## config.mk

```make
export PLATFORM = sky130hd
export DESIGN_NAME = ts_bit_gatherer
export DESIGN_NICKNAME = d
export VERILOG_FILES = /design/src/rtl/gath_pkg.sv /design/src/rtl/gath_cfg_check.sv /design/src/rtl/gath_slot_select.sv /design/src/rtl/gath_shifter.sv /design/src/rtl/ts_bit_gatherer.sv
export SDC_FILE = /design/constraint.sdc
export NUM_CORES = 1
export LEC_CHECK = 0
export ABC_AREA = 0
export BUFFER_PORTS_ARGS = -buffer_cell sky130_fd_sc_hd__buf_2
export CAP_MARGIN = 5
export CORE_MARGIN = 2
export CORE_UTILIZATION = 45
export DETAILED_ROUTE_END_ITERATION = 16
export GPL_ROUTABILITY_DRIVEN = 0
export HOLD_SLACK_MARGIN = 0.12
export PLACE_DENSITY_LB_ADDON = 0.15
export RECOVER_POWER = 100
export SYNTH_ARGS = -nofsm -noshare
export SYNTH_HDL_FRONTEND = slang
export SYNTH_HIERARCHICAL = 1
export SYNTH_SLANG_ARGS = --single-unit
export TNS_END_PERCENT = 100
```

## constraint.sdc

```tcl
create_clock -name clk -period 14.3 [get_ports clk]
set_input_delay 2.145 -clock clk [delete_from_list [all_inputs] [get_ports clk]]
set_output_delay 2.145 -clock clk [all_outputs]
set_load 0.01 [all_outputs]
```

## src/rtl/gath_pkg.sv

```systemverilog
package gath_pkg;
  typedef enum logic [1:0] {
    CW_8   = 2'b00,
    CW_7   = 2'b01,
    CW_2   = 2'b10,
    CW_BAD = 2'b11
  } cw_e;

  // Number of bits delivered per owned byte for a coding width.
  function automatic logic [3:0] bits_for(input cw_e w);
    case (w)
      CW_8:    bits_for = 4'd8;
      CW_7:    bits_for = 4'd7;
      CW_2:    bits_for = 4'd2;
      default: bits_for = 4'd0;
    endcase
  endfunction

  // Move the delivered bits to the top of the byte so they leave MSB first.
  function automatic logic [7:0] align_bits(input logic [7:0] b, input cw_e w,
                                            input logic lo);
    if (w == CW_2 && lo) align_bits = {b[1:0], 6'b0};
    else                 align_bits = b;
  endfunction
endpackage

```

## src/rtl/gath_cfg_check.sv

```systemverilog
module gath_cfg_check #(
  parameter int SLOTS   = 32,
  parameter int T1_LAST = 24,
  parameter int E1_LAST = 31
) (
  input  logic [SLOTS-1:0] cfg_mask,
  input  logic             cfg_e1,
  input  logic             cfg_unstruct,
  input  gath_pkg::cw_e    cfg_width,
  output logic [SLOTS-1:0] legal,
  output logic             cfg_err
);
  import gath_pkg::*;

  logic multi;
  logic stray;

  for (genvar i = 0; i < SLOTS; i++) begin : g_legal
    assign legal[i] = (i >= 1) && (i <= (cfg_e1 ? E1_LAST : T1_LAST));
  end

  assign multi   = ($countones(cfg_mask) > 1);
  assign stray   = |(cfg_mask & ~legal);
  assign cfg_err = !cfg_unstruct &&
                   (stray || cfg_width == CW_BAD || (cfg_width != CW_8 && multi));
endmodule

```

## src/rtl/gath_slot_select.sv

```systemverilog
module gath_slot_select #(
  parameter int SLOTS  = 32,
  parameter int BYTE_W = 8,
  localparam int TS_W  = $clog2(SLOTS),
  localparam int CNT_W = $clog2(BYTE_W + 1)
) (
  input  logic              in_valid,
  input  logic [BYTE_W-1:0] in_byte,
  input  logic [TS_W-1:0]   in_ts,
  input  logic [SLOTS-1:0]  cfg_mask,
  input  logic [SLOTS-1:0]  legal,
  input  logic              cfg_unstruct,
  input  gath_pkg::cw_e     cfg_width,
  input  logic              cfg_pair_lo,
  input  logic              cfg_err,
  output logic              take,
  output logic [BYTE_W-1:0] take_data,
  output logic [CNT_W-1:0]  take_n
);
  import gath_pkg::*;

  logic owned;

  assign owned = cfg_mask[in_ts] && legal[in_ts] && !cfg_err;
  assign take  = in_valid && (cfg_unstruct || owned);

  always_comb begin
    if (cfg_unstruct) begin
      take_data = in_byte;
      take_n    = CNT_W'(BYTE_W);
    end else begin
      take_data = align_bits(in_byte, cfg_width, cfg_pair_lo);
      take_n    = CNT_W'(bits_for(cfg_width));
    end
  end
endmodule

```

## src/rtl/gath_shifter.sv

```systemverilog
module gath_shifter #(
  parameter int BYTE_W = 8,
  localparam int CNT_W = $clog2(BYTE_W + 1)
) (
  input  logic              clk,
  input  logic              rst_n,
  input  logic              load,
  input  logic [BYTE_W-1:0] load_data,
  input  logic [CNT_W-1:0]  load_n,
  output logic              bit_out,
  output logic              bit_valid
);
  logic [BYTE_W-1:0] sreg;
  logic [CNT_W-1:0]  left;

  always_ff @(posedge clk or negedge rst_n) begin
    if (!rst_n) begin
      sreg <= '0;
      left <= '0;
    end else if (load) begin
      sreg <= load_data;
      left <= load_n;
    end else if (left != '0) begin
      sreg <= {sreg[BYTE_W-2:0], 1'b0};
      left <= left - 1'b1;
    end
  end

  assign bit_out   = sreg[BYTE_W-1];
  assign bit_valid = (left != '0);
endmodule

```

## src/rtl/ts_bit_gatherer.sv

```systemverilog
module ts_bit_gatherer #(
  parameter int SLOTS   = 32,
  parameter int T1_LAST = 24,
  parameter int E1_LAST = 31,
  parameter int BYTE_W  = 8,
  localparam int TS_W   = $clog2(SLOTS),
  localparam int CNT_W  = $clog2(BYTE_W + 1)
) (
  input  logic              clk,
  input  logic              rst_n,
  input  logic              in_valid,
  input  logic [BYTE_W-1:0] in_byte,
  input  logic [TS_W-1:0]   in_ts,
  input  logic              cfg_e1,
  input  logic              cfg_unstruct,
  input  logic [1:0]        cfg_width,
  input  logic              cfg_pair_lo,
  input  logic [SLOTS-1:0]  cfg_mask,
  output logic              bit_out,
  output logic              bit_valid,
  output logic              cfg_err
);
  import gath_pkg::*;

  cw_e              width_e;
  logic [SLOTS-1:0] legal;
  logic             load_evt;
  logic [BYTE_W-1:0] load_data;
  logic [CNT_W-1:0] load_n;

  assign width_e = cw_e'(cfg_width);

  gath_cfg_check #(.SLOTS(SLOTS), .T1_LAST(T1_LAST), .E1_LAST(E1_LAST)) u_cfg (
    .cfg_mask(cfg_mask), .cfg_e1(cfg_e1), .cfg_unstruct(cfg_unstruct),
    .cfg_width(width_e), .legal(legal), .cfg_err(cfg_err)
  );

  gath_slot_select #(.SLOTS(SLOTS), .BYTE_W(BYTE_W)) u_sel (
    .in_valid(in_valid), .in_byte(in_byte), .in_ts(in_ts), .cfg_mask(cfg_mask),
    .legal(legal), .cfg_unstruct(cfg_unstruct), .cfg_width(width_e),
    .cfg_pair_lo(cfg_pair_lo), .cfg_err(cfg_err),
    .take(load_evt), .take_data(load_data), .take_n(load_n)
  );

  gath_shifter #(.BYTE_W(BYTE_W)) u_shf (
    .clk(clk), .rst_n(rst_n), .load(load_evt), .load_data(load_data),
    .load_n(load_n), .bit_out(bit_out), .bit_valid(bit_valid)
  );
endmodule

```

==> impl_results.md <==
* Total Wirelength at 5.05 mm
* Top cells by area, synth: fa_1 20%, ha_1 14%, dfrtp_1 12%, buf_4 10%, inv_1 8.2%
* Die H at 79.4 µm
* Remaining DRCs at 0
* Final hold vios at 0
* Hold slack at 0.541 ns
* Top_reg_cell synth: dfrtp_1
* Synth Area in Simple Gates at 17.0%
* Quantity of gates resized following cts at 0
* CTS Root Cell: clkbuf_8
* TNS Setup at 0 ns
* RSZ-0062 raised after global routing: false
* Cell Rows at 27
* Io pins at 56
* Post-synth EDFFs at 0
* Register area share after synthesis at 11.7%
* Syn_area_per_cell at 8.50 µm²
* Initial Util at 46.5%
* Power density cells at 146 nW/µm²
* Antenna cells at 0
* Mux cell area share after synthesis at 4.84%
* Final min period at roughly 9.2 ns
* Vias at between 1500 and 2000
* Leak pwr at 1.40 nW
* Clock buffer depth at 2
* XOR/XNOR Fraction of Synth Area at 1.37%
* Vias in the first global route at 1928
* Yosys warning count at 6
* Worst-Skew Late Latency at between 0.2 and 0.25 ns
* Grt ovf at 0
* Status: finished with violations
* Max cap viols at 1
* Max Clock Skew at 0.00192 ns
* Crit path kind: primary input to primary output
* Largest net degree at the start of global routing at 26
* Largest family of logic cells by synthesized area: adder cells
* Synth top area share at between 20% and 30%
* Post-synth ARST share at 100%
* Post-synthesis sequential element count at 12
* Die area at 6310 µm²
* DR vias/cell at 4.68
* Share of cells above drive strength 1 at 17.3%
* Post-synthesis adder-cell area fraction at between 30% and 40%
* Final setup viols at 0
* Die Span X at 79.4 µm
* Max frequency at 109 MHz
* Slew Viols, Final at 13
* Hold Path Class: flop to flop
* Max-slew headroom at -30.0%
* Syn Std Cell Area at 2560 µm²
* Tot GR Track Use at 17.4%
* Core area at 5510 µm²
* Worst Setup End Kind: primary output
* DR WL/cell at roughly 12 µm
* Initial antenna violation count at 0
* CP startpoint kind: primary input
* Crit Path Max Fanout at 3
* Least-Margin Pin Slew at 1.95 ns
* CTS Buf Count at 3
* Initial DRC count at 27
* I/O Buffers at 55
* Cells after synthesis at 301
* Final Cycle Share at 64.2%
* Largest area contributor in the netlist: fa_1
* Post-CTS Hold Buffers at 0
* Final ANT Viol Nets at 0
* CTS tree: built
* First-pass detailed-route iteration total at 4
* First-pass GRT wire length at 8.56 mm
* Worst Path Required at 12.15 ns
* Clock Pin Slew Worst Setup and Hold Paths at approximately 0.05 ns
* Final #Nets at 451
* Failing checks: capacitance limit, slew limit
* Post-synthesis compound-gate area fraction at between 10% and 20%
* Clock Sinks at 12
* Unique masters post-synth at 45
* Postcts setup bufs at 0
* Max IR drop VDD at ~0.081 mV
* Area delta synth->final at 7.43%
* CP arrival at 7.04 ns
* H-tree levels at 1
* DPL Wire Length at 4.37 mm
cells in the mapped netlist (6+ instances only):
cell type	number
nand2_1	26
o21ai_1	7
o211ai_1	8
buf_4	34
nand3_1	10
mux2i_1	9
fa_1	26
nor2b_1	6
dfrtp_1	12
inv_1	56
and2_1	7
ha_1	29
nand3b_1	6
per-layer routing:
metal	GRT usage [%]	wire, µm	up-vias	part of all wire, %
met5	0	0	-	0
met4	4.66	58	0	1.1
met3	2.15	199	5	3.9
met2	29.7	2370	42	47
met1	23.3	2420	880	48
li1	-	-	1011	-
sequential cells by signal, summed over array words and instances, names as in the netlist:
name / count
u_shf/left: 4
u_shf/sreg: 8
power by group:
group / internal [mW] / switching [mW]
sequential: 0.0485 / 0.00827
combinational: 0.147 / 0.161
clock: 0.0243 / 0.0127
total: 0.220 / 0.182
critical path, stage by stage:
cell and delay, ns:
clkbuf_1 0.15, ha_1 0.16, inv_1 0.05, fa_1 0.53, inv_1 0.06, fa_1 0.51
fa_1 0.52, fa_1 0.53, fa_1 0.56, ha_1 0.16, inv_1 0.06, fa_1 0.48
nand2b_1 0.05, or4_1 0.39, a2111oi_0 0.40, nor3_1 0.13, clkbuf_1 0.15
per-stage QoR:
step | worst slack (ns) | power, mW | instances | instance area, µm² | util [%]
after floorplan | 5.66 | 0.315 | 324 | 2650 | -
after global placement | 5.34 | 0.367 | 410 | 2720 | 49.4
after detailed placement | 5.23 | 0.380 | 410 | 2720 | 49.4
after CTS | 5.25 | 0.420 | 414 | 2770 | 50.4
after global routing | 4.72 | 0.462 | 414 | 2750 | 49.9
final | 5.11 | 0.401 | 414 | 2750 | 49.9
logic make-up (layout without fill, tap and decap cells):
group,Yosys count,count (layout)
buf+inv,97,115
simple gates,80,80
fa+ha+maj,55,55
compound gates,39,39
mux,12,12
flops,12,12
xor+xnor,4,4
other cells,2,25
placed cells by master, fill, tap and decap left out, drive strengths merged, types with 2 or more instances in the layout:
cell type / Yosys / layout
a21oi: 4 / 4
a221o: 2 / 2
a311oi: 2 / 2
and2: 10 / 10
buf: 39 / 51
clkbuf: 2 / 8
conb: 2 / 25
dfrtp: 12 / 12
fa: 26 / 26
ha: 29 / 29
inv: 56 / 56
mux2: 3 / 3
mux2i: 9 / 9
nand2: 26 / 26
nand3: 10 / 10
nand3b: 6 / 6
nand4: 2 / 2
nand4b: 2 / 2
nor2: 5 / 5
nor2b: 6 / 6
nor3: 5 / 5
nor3b: 2 / 2
nor4: 2 / 2
o2111ai: 2 / 2
o211ai: 8 / 8
o21ai: 12 / 12
o31ai: 2 / 2
xnor2: 3 / 3
worst paths after layout:
check	start	endpoint	slack, ns	cells after the start
worst min register to register	u_shf/sreg[0]$_DFFE_PN0P_	u_shf/sreg[0]$_DFFE_PN0P_	0.54	2
worst min-delay path	u_shf/sreg[0]$_DFFE_PN0P_	u_shf/sreg[0]$_DFFE_PN0P_	0.54	2
worst max-delay path	cfg_mask[30]	cfg_err	5.11	17
min in group asynchronous	rst_n	u_shf/left[3]$_DFFE_PN0P_	1.89	1
max in group asynchronous	rst_n	u_shf/left[1]$_DFFE_PN0P_	12.01	1
worst max register to register	u_shf/left[0]$_DFFE_PN0P_	u_shf/left[1]$_DFFE_PN0P_	11.51	5
cell type report:
cell class              instances  area [µm²]
well taps                      72        90.1
fillers                       552        2760
inverters                      56         210
flip-flops and latches         12         300
multi-input cells             215        1820
clock buffers                   4        55.1
repair buffers                 55         270
(Power assumes the default switching activity.)
